### config.mk
export PLATFORM = sky130hd
export DESIGN_NAME = ecc_scrubber
export DESIGN_NICKNAME = d
export VERILOG_FILES = /design/src/rtl/ecc_scrub_pkg.sv /design/src/rtl/ecc_scrub_ctrl.sv /design/src/rtl/ecc_scrub_datapath.sv /design/src/rtl/ecc_scrubber.sv
export SDC_FILE = /design/constraint.sdc
export NUM_CORES = 1
export LEC_CHECK = 0
export ABC_AREA = 1
export CELL_PAD_IN_SITES_DETAIL_PLACEMENT = 1
export CELL_PAD_IN_SITES_GLOBAL_PLACEMENT = 1
export CORE_MARGIN = 10
export CORE_UTILIZATION = 39
export DETAILED_ROUTE_END_ITERATION = 16
export PLACE_DENSITY = 0.86
export SLEW_MARGIN = 20
export SYNTH_ARGS = -nofsm -noshare
export SYNTH_HDL_FRONTEND = slang
export SYNTH_SLANG_ARGS = --single-unit
### constraint.sdc
create_clock -name clk -period 3.2 [get_ports clk]
set_clock_uncertainty 0.15 [all_clocks]
set_input_delay 0.64 -clock clk [delete_from_list [all_inputs] [get_ports clk]]
set_output_delay 0.64 -clock clk [all_outputs]
set_load 0.02 [all_outputs]
### src/rtl/ecc_scrub_pkg.sv
package ecc_scrub_pkg;
  localparam int DATA_W = 16;
  localparam int HAM_N  = 21;
  localparam int PAR_N  = 5;
  localparam int CODE_W = HAM_N + 1;

  typedef logic [DATA_W-1:0] data_t;
  typedef logic [CODE_W-1:0] code_t;

  typedef struct packed {
    data_t data;
    logic  corr;
    logic  uncorr;
    code_t fixed;
  } dec_t;

  // strobes from the sequencer to the datapath
  typedef struct packed {
    logic hostGo;
    logic hostWr;
    logic scrubRd;
    logic scrubWb;
  } strobe_t;

  function automatic logic isCheckPos(int p);
    return (p & (p - 1)) == 0;
  endfunction

  function automatic code_t eccEncode(data_t d);
    code_t c;
    int k;
    c = '0;
    k = 0;
    for (int p = 1; p <= HAM_N; p++) begin
      if (!isCheckPos(p)) begin
        c[p] = d[k];
        k++;
      end
    end
    for (int b = 0; b < PAR_N; b++) begin
      logic x;
      x = 1'b0;
      for (int p = 1; p <= HAM_N; p++) begin
        if (((p >> b) & 1) == 1 && p != (1 << b)) x ^= c[p];
      end
      c[1 << b] = x;
    end
    c[0] = ^c[CODE_W-1:1];
    return c;
  endfunction

  function automatic dec_t eccDecode(code_t c);
    dec_t r;
    logic [PAR_N-1:0] syn;
    logic ovr;
    int k;
    syn = '0;
    for (int b = 0; b < PAR_N; b++) begin
      for (int p = 1; p <= HAM_N; p++) begin
        if (((p >> b) & 1) == 1) syn[b] ^= c[p];
      end
    end
    ovr = ^c;
    r.fixed  = c;
    r.corr   = 1'b0;
    r.uncorr = 1'b0;
    if (ovr) begin
      if (int'(syn) <= HAM_N) begin
        r.fixed[syn] = ~r.fixed[syn];
        r.corr = 1'b1;
      end else begin
        r.uncorr = 1'b1;
      end
    end else if (syn != '0) begin
      r.uncorr = 1'b1;
    end
    r.data = '0;
    k = 0;
    for (int p = 1; p <= HAM_N; p++) begin
      if (!isCheckPos(p)) begin
        r.data[k] = r.fixed[p];
        k++;
      end
    end
    return r;
  endfunction
endpackage

### src/rtl/ecc_scrub_ctrl.sv
module ecc_scrub_ctrl
  import ecc_scrub_pkg::*;
#(
  parameter int ADDR_W = 4,
  parameter int GAP_W  = 8
) (
  input  logic              clk,
  input  logic              rstN,
  input  logic              hostReq,
  input  logic              hostWe,
  input  logic              upsetEn,
  input  logic [GAP_W-1:0]  scrubGap,
  output logic              hostReady,
  output strobe_t           strobe,
  output logic [ADDR_W-1:0] scrubAddr
);
  typedef enum logic [1:0] {S_WAIT, S_READ, S_WB} state_t;

  state_t           state;
  logic [GAP_W-1:0] gapCnt;
  logic             startScrub;

  assign hostReady  = (state == S_WAIT);
  // host and strike injection both defer the start of a visit
  assign startScrub = hostReady && (gapCnt >= scrubGap) && !hostReq && !upsetEn;

  always_ff @(posedge clk or negedge rstN) begin
    if (!rstN) begin
      state     <= S_WAIT;
      gapCnt    <= '0;
      scrubAddr <= '0;
    end else begin
      case (state)
        S_WAIT: begin
          if (startScrub)             state  <= S_READ;
          else if (gapCnt < scrubGap) gapCnt <= gapCnt + 1'b1;
        end
        S_READ: state <= S_WB;
        S_WB: begin
          state     <= S_WAIT;
          gapCnt    <= '0;
          scrubAddr <= scrubAddr + 1'b1;
        end
        default: state <= S_WAIT;
      endcase
    end
  end

  always_comb begin
    strobe.hostGo  = hostReq && hostReady;
    strobe.hostWr  = hostReq && hostReady && hostWe;
    strobe.scrubRd = (state == S_READ);
    strobe.scrubWb = (state == S_WB);
  end
endmodule

### src/rtl/ecc_scrub_datapath.sv
module ecc_scrub_datapath
  import ecc_scrub_pkg::*;
#(
  parameter int ADDR_W = 4,
  parameter int LANE_W = 2,
  parameter int CNT_W  = 8
) (
  input  logic                                clk,
  input  logic                                rstN,
  input  strobe_t                             strobe,
  input  logic [ADDR_W-1:0]                   hostAddr,
  input  logic [DATA_W-1:0]                   hostWdata,
  input  logic [ADDR_W-1:0]                   scrubAddr,
  input  logic                                upsetEn,
  input  logic [ADDR_W-LANE_W-1:0]            upsetRow,
  input  logic [CODE_W*(1<<LANE_W)-1:0]       upsetMask,
  output logic [DATA_W-1:0]                   hostRdata,
  output logic                                hostRvalid,
  output logic [CNT_W-1:0]                    corrCount,
  output logic [CNT_W-1:0]                    uncorrCount,
  output logic                                irq
);
  localparam int LANES = 1 << LANE_W;
  localparam int RA_W  = ADDR_W - LANE_W;
  localparam int ROWS  = 1 << RA_W;
  localparam int ROW_W = CODE_W * LANES;
  localparam logic [CNT_W-1:0] CNT_MAX = {CNT_W{1'b1}};

  typedef logic [ROW_W-1:0] row_t;

  row_t              mem     [ROWS];
  row_t              rowNext [ROWS];
  logic [ADDR_W-1:0] rdAddr, wrAddr;
  code_t             rdCode, snapCode, wrCode;
  dec_t              rdDec, snapDec;
  logic              wrEn;
  row_t              wrRowNew;

  // neighbouring columns belong to neighbouring lanes (words)
  function automatic code_t pickWord(row_t row, logic [LANE_W-1:0] lane);
    code_t c;
    for (int j = 0; j < CODE_W; j++) c[j] = row[j*LANES + int'(lane)];
    return c;
  endfunction

  always_comb begin
    rdAddr   = strobe.scrubRd ? scrubAddr : hostAddr;
    rdCode   = pickWord(mem[rdAddr[ADDR_W-1:LANE_W]], rdAddr[LANE_W-1:0]);
    rdDec    = eccDecode(rdCode);
    snapDec  = eccDecode(snapCode);
    wrEn     = strobe.hostWr || (strobe.scrubWb && snapDec.corr);
    wrAddr   = strobe.hostWr ? hostAddr : scrubAddr;
    wrCode   = strobe.hostWr ? eccEncode(hostWdata) : snapDec.fixed;
    wrRowNew = mem[wrAddr[ADDR_W-1:LANE_W]];
    for (int j = 0; j < CODE_W; j++)
      wrRowNew[j*LANES + int'(wrAddr[LANE_W-1:0])] = wrCode[j];
  end

  for (genvar r = 0; r < ROWS; r++) begin : g_row
    logic wrHit, upHit;
    assign wrHit      = wrEn && (wrAddr[ADDR_W-1:LANE_W] == RA_W'(r));
    assign upHit      = upsetEn && (upsetRow == RA_W'(r));
    assign rowNext[r] = (wrHit ? wrRowNew : mem[r]) ^ (upHit ? upsetMask : '0);
  end

  always_ff @(posedge clk or negedge rstN) begin
    if (!rstN) begin
      for (int r = 0; r < ROWS; r++) mem[r] <= '0;
    end else begin
      for (int r = 0; r < ROWS; r++) mem[r] <= rowNext[r];
    end
  end

  always_ff @(posedge clk or negedge rstN) begin
    if (!rstN) begin
      hostRdata   <= '0;
      hostRvalid  <= 1'b0;
      snapCode    <= '0;
      corrCount   <= '0;
      uncorrCount <= '0;
      irq         <= 1'b0;
    end else begin
      hostRvalid <= strobe.hostGo && !strobe.hostWr;
      if (strobe.hostGo && !strobe.hostWr) hostRdata <= rdDec.data;
      if (strobe.scrubRd) snapCode <= rdCode;
      irq <= strobe.scrubWb && (snapDec.corr || snapDec.uncorr);
      if (strobe.scrubWb && snapDec.corr && corrCount != CNT_MAX)
        corrCount <= corrCount + 1'b1;
      if (strobe.scrubWb && snapDec.uncorr && uncorrCount != CNT_MAX)
        uncorrCount <= uncorrCount + 1'b1;
    end
  end
endmodule

### src/rtl/ecc_scrubber.sv
module ecc_scrubber
  import ecc_scrub_pkg::*;
#(
  parameter int ADDR_W = 4,
  parameter int LANE_W = 2,
  parameter int CNT_W  = 8,
  parameter int GAP_W  = 8
) (
  input  logic                          clk,
  input  logic                          rstN,
  input  logic                          hostReq,
  input  logic                          hostWe,
  input  logic [ADDR_W-1:0]             hostAddr,
  input  logic [DATA_W-1:0]             hostWdata,
  output logic                          hostReady,
  output logic [DATA_W-1:0]             hostRdata,
  output logic                          hostRvalid,
  input  logic [GAP_W-1:0]              scrubGap,
  input  logic                          upsetEn,
  input  logic [ADDR_W-LANE_W-1:0]      upsetRow,
  input  logic [CODE_W*(1<<LANE_W)-1:0] upsetMask,
  output logic [CNT_W-1:0]              corrCount,
  output logic [CNT_W-1:0]              uncorrCount,
  output logic                          irq
);
  strobe_t           strobe;
  logic [ADDR_W-1:0] scrubAddr;

  ecc_scrub_ctrl #(.ADDR_W(ADDR_W), .GAP_W(GAP_W)) u_ctrl (
    .clk(clk), .rstN(rstN), .hostReq(hostReq), .hostWe(hostWe),
    .upsetEn(upsetEn), .scrubGap(scrubGap), .hostReady(hostReady),
    .strobe(strobe), .scrubAddr(scrubAddr)
  );

  ecc_scrub_datapath #(.ADDR_W(ADDR_W), .LANE_W(LANE_W), .CNT_W(CNT_W)) u_dp (
    .clk(clk), .rstN(rstN), .strobe(strobe), .hostAddr(hostAddr),
    .hostWdata(hostWdata), .scrubAddr(scrubAddr), .upsetEn(upsetEn),
    .upsetRow(upsetRow), .upsetMask(upsetMask), .hostRdata(hostRdata),
    .hostRvalid(hostRvalid), .corrCount(corrCount),
    .uncorrCount(uncorrCount), .irq(irq)
  );
endmodule

==> results of run 1 <==
## logic make-up after synthesis
| group | Yosys count | synth area share |
|---|---|---|
| and+or+nand+nor | 3722 | 0.463 |
| muxes | 2 | 0.000665 |
| buffers and inverters | 1028 | 0.123 |
| xor gates and xnor gates | 92 | 0.0240 |
| DFF | 422 | 0.312 |
| AOI/OAI and AO/OA | 383 | 0.0729 |
| adders and majority gates | 12 | 0.00443 |
## repair_timing
item / 4_1_cts
gates cloned: 12
hold buffers: 1
pin swaps: 51
setup endpoints to repair: 375
endpoints found under the hold margin: 33
setup buffers: 24
gates resized for setup: 282
## per-stage QoR
stage               setup TNS, ns  setup slack (ns)  hold WS [ns]  utilization
floorplan                       0           0.00937         0.194            -
global placement          -122.42             -1.22         0.318        0.463
CTS                        -55.25            -0.528         0.332        0.504
detailed placement        -166.93             -1.37         0.314        0.463
## synth_stat cells (all sizes together)
cell type	number	area, um^2
mux2	2	22.5
xor2	48	428
and3	1	6.26
o211ai	84	636
nand3b	51	383
o311ai	1	8.76
nor2	485	1830
ha	12	150
dfrtp	422	10600
a221oi	26	228
xnor2	44	385
buf	132	783
nor3	14	75.1
nand4	24	156
or2	13	81.3
a22oi	35	263
nor4b	1	8.76
o2111ai	7	61.3
a31oi	1	6.26
nor3b	1	7.51
a211oi	1	7.51
a21o	1	7.51
o21ai	88	459
inv	773	2910
a21oi	72	372
nand2	2095	7930
clkbuf	120	450
nand3	1037	5220
o22ai	67	419
clkinv	3	11.3
## routing by layer
layer  GRT usage  overflow
met1       0.732        14
met2       0.868       126
met3       0.732        17
met4       0.715        71
met5       0.589         0
==> summary.md, run 1 <==
| Metric | Value |
|---|---|
| Status | stopped before the end |
| Stage reached | global routing |
| Err | [ERROR GRT-0232] Routing congestion too high. Check the congestion heatmap in the GUI. |
| GR repair worst EP | u_dp.hostRdata[9]$_DFFE_PN0P_/D |
| Dpl cells | 7137 |
| Clock H-tree levels | 2 |
| I/O Buffers | 157 |
| WEP type | register input |
| Mapped Area | about 34000 um^2 |
| Root buffer cell | clkbuf_16 |
| Die H | 315 um |
| Synth Warn # | 0 |
| CTS Buf Count | 53 |
| Max Root-Sink Buffers | 3 |
| Synth Instances | 5661 |
| Overall die width | 315 um |
| Area post-placement | approximately 40000 um^2 |
| Synth Register Bits | 422 |
| Pin count of the biggest net entering global routing | 73 |
| Row count | 108 |
| GRT overflow | 228 |
| Initial antenna violation count | 22 |
| Synth cell types | 50 |
| Starting Density | 0.391 |
| Clk sinks | 422 |
| Mapped Nets | 5796 |
| HPWL after DPL | 117000 um |
| Tot GR Track Use | 0.764 |
| Synthesized area per cell | 5.98 um^2 |
| IO Pins | 158 |
| Placer Congestion | between 0.9 and 1 |
| Seq/Total Area, Yosys | 0.312 |
==> inputs of run 2 (changes only) <==
Settings changed: CELL_PAD_IN_SITES_DETAIL_PLACEMENT 1 to default, CELL_PAD_IN_SITES_GLOBAL_PLACEMENT 1 to default, CORE_UTILIZATION 39 to 40, PLACE_DENSITY 0.86 to default, PLACE_DENSITY_LB_ADDON from default to 0.15.
Clock period 3.2 ns to 4.2 ns, I/O delays scaled along.
==> summary.md, run 2 <==
| Metric | Value |
|---|---|
| Hold Path Class | in -> async |
| Die H | 311 um |
| Overall die width | ~310 um |
| Tot Pwr | 33.4 mW |
| Max Root-Sink Buffers | 3 |
| Max reg flops | 352 |
| Number of global-route vias before repair | around 35000 |
| Dpl cells | 6938 |
| Largest family of logic cells by synthesized area | simple AND/OR/NAND/NOR gates |
| Worst EP required | 4.56 ns |
| Compound-Gate Fraction of Synth Area | 0.0729 |
| Post-route non-filler standard cell count | a little over 7000 |
| Critical Path Source Type | register |
| Most flops, register | u_dp.mem |
| Syn-to-layout area delta | 18.5% |
| Mapped Nets | 5796 |
| Tot GR Track Use | 0.282 |
| Fmax | between 0.2 and 0.3 GHz |
| Met2 Wirelength | 63000 um |
| Post-synth ARST share | 1.00 |
| Clk slew on worst S/H paths | around 0.06 ns |
| Worst r2r dst | u_dp.mem[57]$_DFF_PN0_ |
| Register area | 10600 um^2 |
| Share of cells above drive strength 1 | 0.0710 |
| Synth Instances | around 5700 |
| Floorplan core area | 83800 um^2 |
| Placer Congestion | 0.987 |
| Reg2reg setup slack | roughly 0.22 ns |
| Final hold viol count | 0 |
| Die area | ~97000 um^2 |
| First-pass GRT wire length | about 210000 um |
| Worst Setup End Kind | register |
| Fillers | a little under 9000 |
| Drt drc | 0 |
| TritonCTS clock tree | yes |
| Ys flop type | dfrtp_1 |
| Actual slew at the worst max-slew pin | 1.15 ns |
| Top cells by area, synth | dfrtp_1, nand2_1, nand3_1, inv_1, nor2_1 |
| Maximum vdd drop | roughly 0.0017 V |
| Tmin final | 3.98 ns |
| Mapped Area | 33900 um^2 |
| M1 wire length | 60900 um |
| Synth cell count leaders | nand2_1, nand3_1, inv_1, nor2_1, dfrtp_1 |
| WL final | 142000 um |
| Clk sinks | 422 |
| Worst EP arrival | 4.35 ns |
| Adder-Cell Fraction of Synth Area | 0.00443 |
| WL met3 | about 13000 um |
| Worst-Skew Late Latency | 0.63 ns |
| Post-synthesis mux area share | 0.000665 |
| Final Net Count | roughly 6000 |
| Row count | 106 |
| Commonest non-fill, non-tap cell in the layout | nand2_1 |
| Multi-input logic area | slightly below 20000 um^2 |
| Drt wl/cell | 20.2 um |
| Post-route ant nets | 0 |
| HPWL after DPL | 95500 um |
| Final setup violation count | 0 |
| Starting Density | 0.404 |
| RSZ-0062 raised after global routing | yes |
| Total number of vias | slightly below 40000 |
| Most frequent cells in the layout | nand2_1, nand3_1, inv_1 |
| Synth Register Bits | 422 |
| Slew HR | 0.236 |
| IO Pins | 158 |
| Initial antenna violation count | 1 |
| Top-area cell type share of the netlist area | 0.312 |
| Simple-Gate Fraction of Synth Area | 0.463 |
| CP Launch Point | u_dp.snapCode[13]$_DFFE_PN0P_ |
| Area post-placement | 38200 um^2 |
| Root buffer cell | clkbuf_16 |
| CTS Buf Count | 54 |
| MaxCap Viol Count | 0 |
| Clock H-tree levels | 2 |
| Largest registers | u_dp.mem: 352 flops, u_dp.snapCode: 22 flops, u_dp.hostRdata: 16 flops |
| Drt first pass iters | 7 |
| Leak | between 20 and 25 nW |
| Vias/cell | 5.46 |
| Highest metal used | met4 |
| Cell with the most instances after synthesis | nand2_1 |
| PD cells | around 830 nW/um^2 |
| Pin count of the biggest net entering global routing | 89 |
| Final non-filler cell area | 40100 um^2 |
| Number of synthesized flops with an enable pin | 0 |
| Synthesized area per cell | around 6 um^2 |
| Post-synthesis xor/xnor area fraction | 0.0240 |
| Synth cell types | 50 |
| Setup Total Neg Slack | 0 ns |
| Crit Path Class | reg -> reg |
| Slew Limit Fails | 0 |
| Worst reg2reg path depth | 17 |
| CP Max Fanout | 8 |
| Seq/Total Area, Yosys | 0.312 |
| Critical register-to-register path startpoint | u_dp.snapCode[13]$_DFFE_PN0P_ |
| Status | finished, final reports clean |
| Synth Warn # | 0 |
| Fin crit share | 0.949 |
| Starting DRC count in detailed routing | 4099 |
| I/O Buffers | 157 |
| Synth area leader | dfrtp_1 |
| GRT overflow | 0 |
run 2: cell counts after synthesis:
Identical to the previous run, type by type.
run 2: cells by family after synthesis:
family	Yosys count
muxes	2
buffers and inverters	1028
adders and majority gates	12
AOI/OAI and AO/OA	383
xor gates and xnor gates	92
and+or+nand+nor	3722
DFF	422
run 2: worst max-delay path: stages, from the launching register on:
cell and delay, ns:
dfrtp_1 0.38, xnor2_1 0.31, xnor2_1 0.19, xnor2_1 0.31, nor2_1 0.12, inv_1 0.11, nand2_1 0.13, xor2_4 0.19
inv_1 0.08, nand2_1 0.15, inv_2 0.28, nand2_1 0.31, o21ai_0 0.25, nand3_1 0.32, nand3_1 0.29, nand3_1 0.14
nand3_1 0.10, nand2_1 0.06
run 2: worst max-delay path by stage:
stage / endpoint / cells after the start / slack [ns]
floorplan: u_dp.hostRdata[0]$_DFFE_PN0P_ / 27 / 0.76
global placement: u_dp.hostRdata[11]$_DFFE_PN0P_ / 28 / -0.41
detailed placement: u_dp.hostRdata[13]$_DFFE_PN0P_ / 29 / -0.46
CTS: u_dp.mem[300]$_DFF_PN0_ / 18 / 0.17
global route: u_dp.mem[286]$_DFF_PN0_ / 17 / -0.03
finish: u_dp.mem[57]$_DFF_PN0_ / 17 / 0.22
run 2: through the flow:
step           utilization  hold slack [ns]  setup WS, ns
2_1_floorplan            -            0.330         0.763
3_3_place_gp         0.456            0.328        -0.409
3_5_place_dp         0.456            0.337        -0.463
4_1_cts              0.477           0.0834         0.165
5_1_grt              0.479            0.101       -0.0270
6_report             0.479           0.0628         0.215
run 2: power by group:
group          internal, mW  leakage (nW)  switching [mW]  total, mW
Combinational          6.88          14.8            14.6       21.4
Sequential             5.79          5.15            1.33       7.13
Clock                  2.85         0.874            1.97       4.82
Total                  15.5          20.8            17.9       33.4
run 2: layer usage:
layer  global-route usage  vias to the layer above
met1                0.384                    17936
met5                    0                        -
met2                0.446                     1781
li1                     -                    18384
met3               0.0494                      346
met4               0.0940                        0
run 2: what timing repair did:
| action | in CTS | in global routing |
|---|---|---|
| endpoints found under the setup margin | 0 | 275 |
| buffers inserted | 0 | 2 |
| gates resized for setup | 0 | 21 |
| hold buffers | 0 | 0 |
run 2: area by class of cell:
cell class,instances,area share
clock buffers,80,0.0397
flip-flops and latches,422,0.263
well taps,1134,0.0354
repair buffers,398,0.102
inverters,776,0.0737
multi-input cells,4211,0.481
diodes,1,0.0000624
clock inverters,17,0.00480
Note: power is estimated with default switching activity, not from simulation.
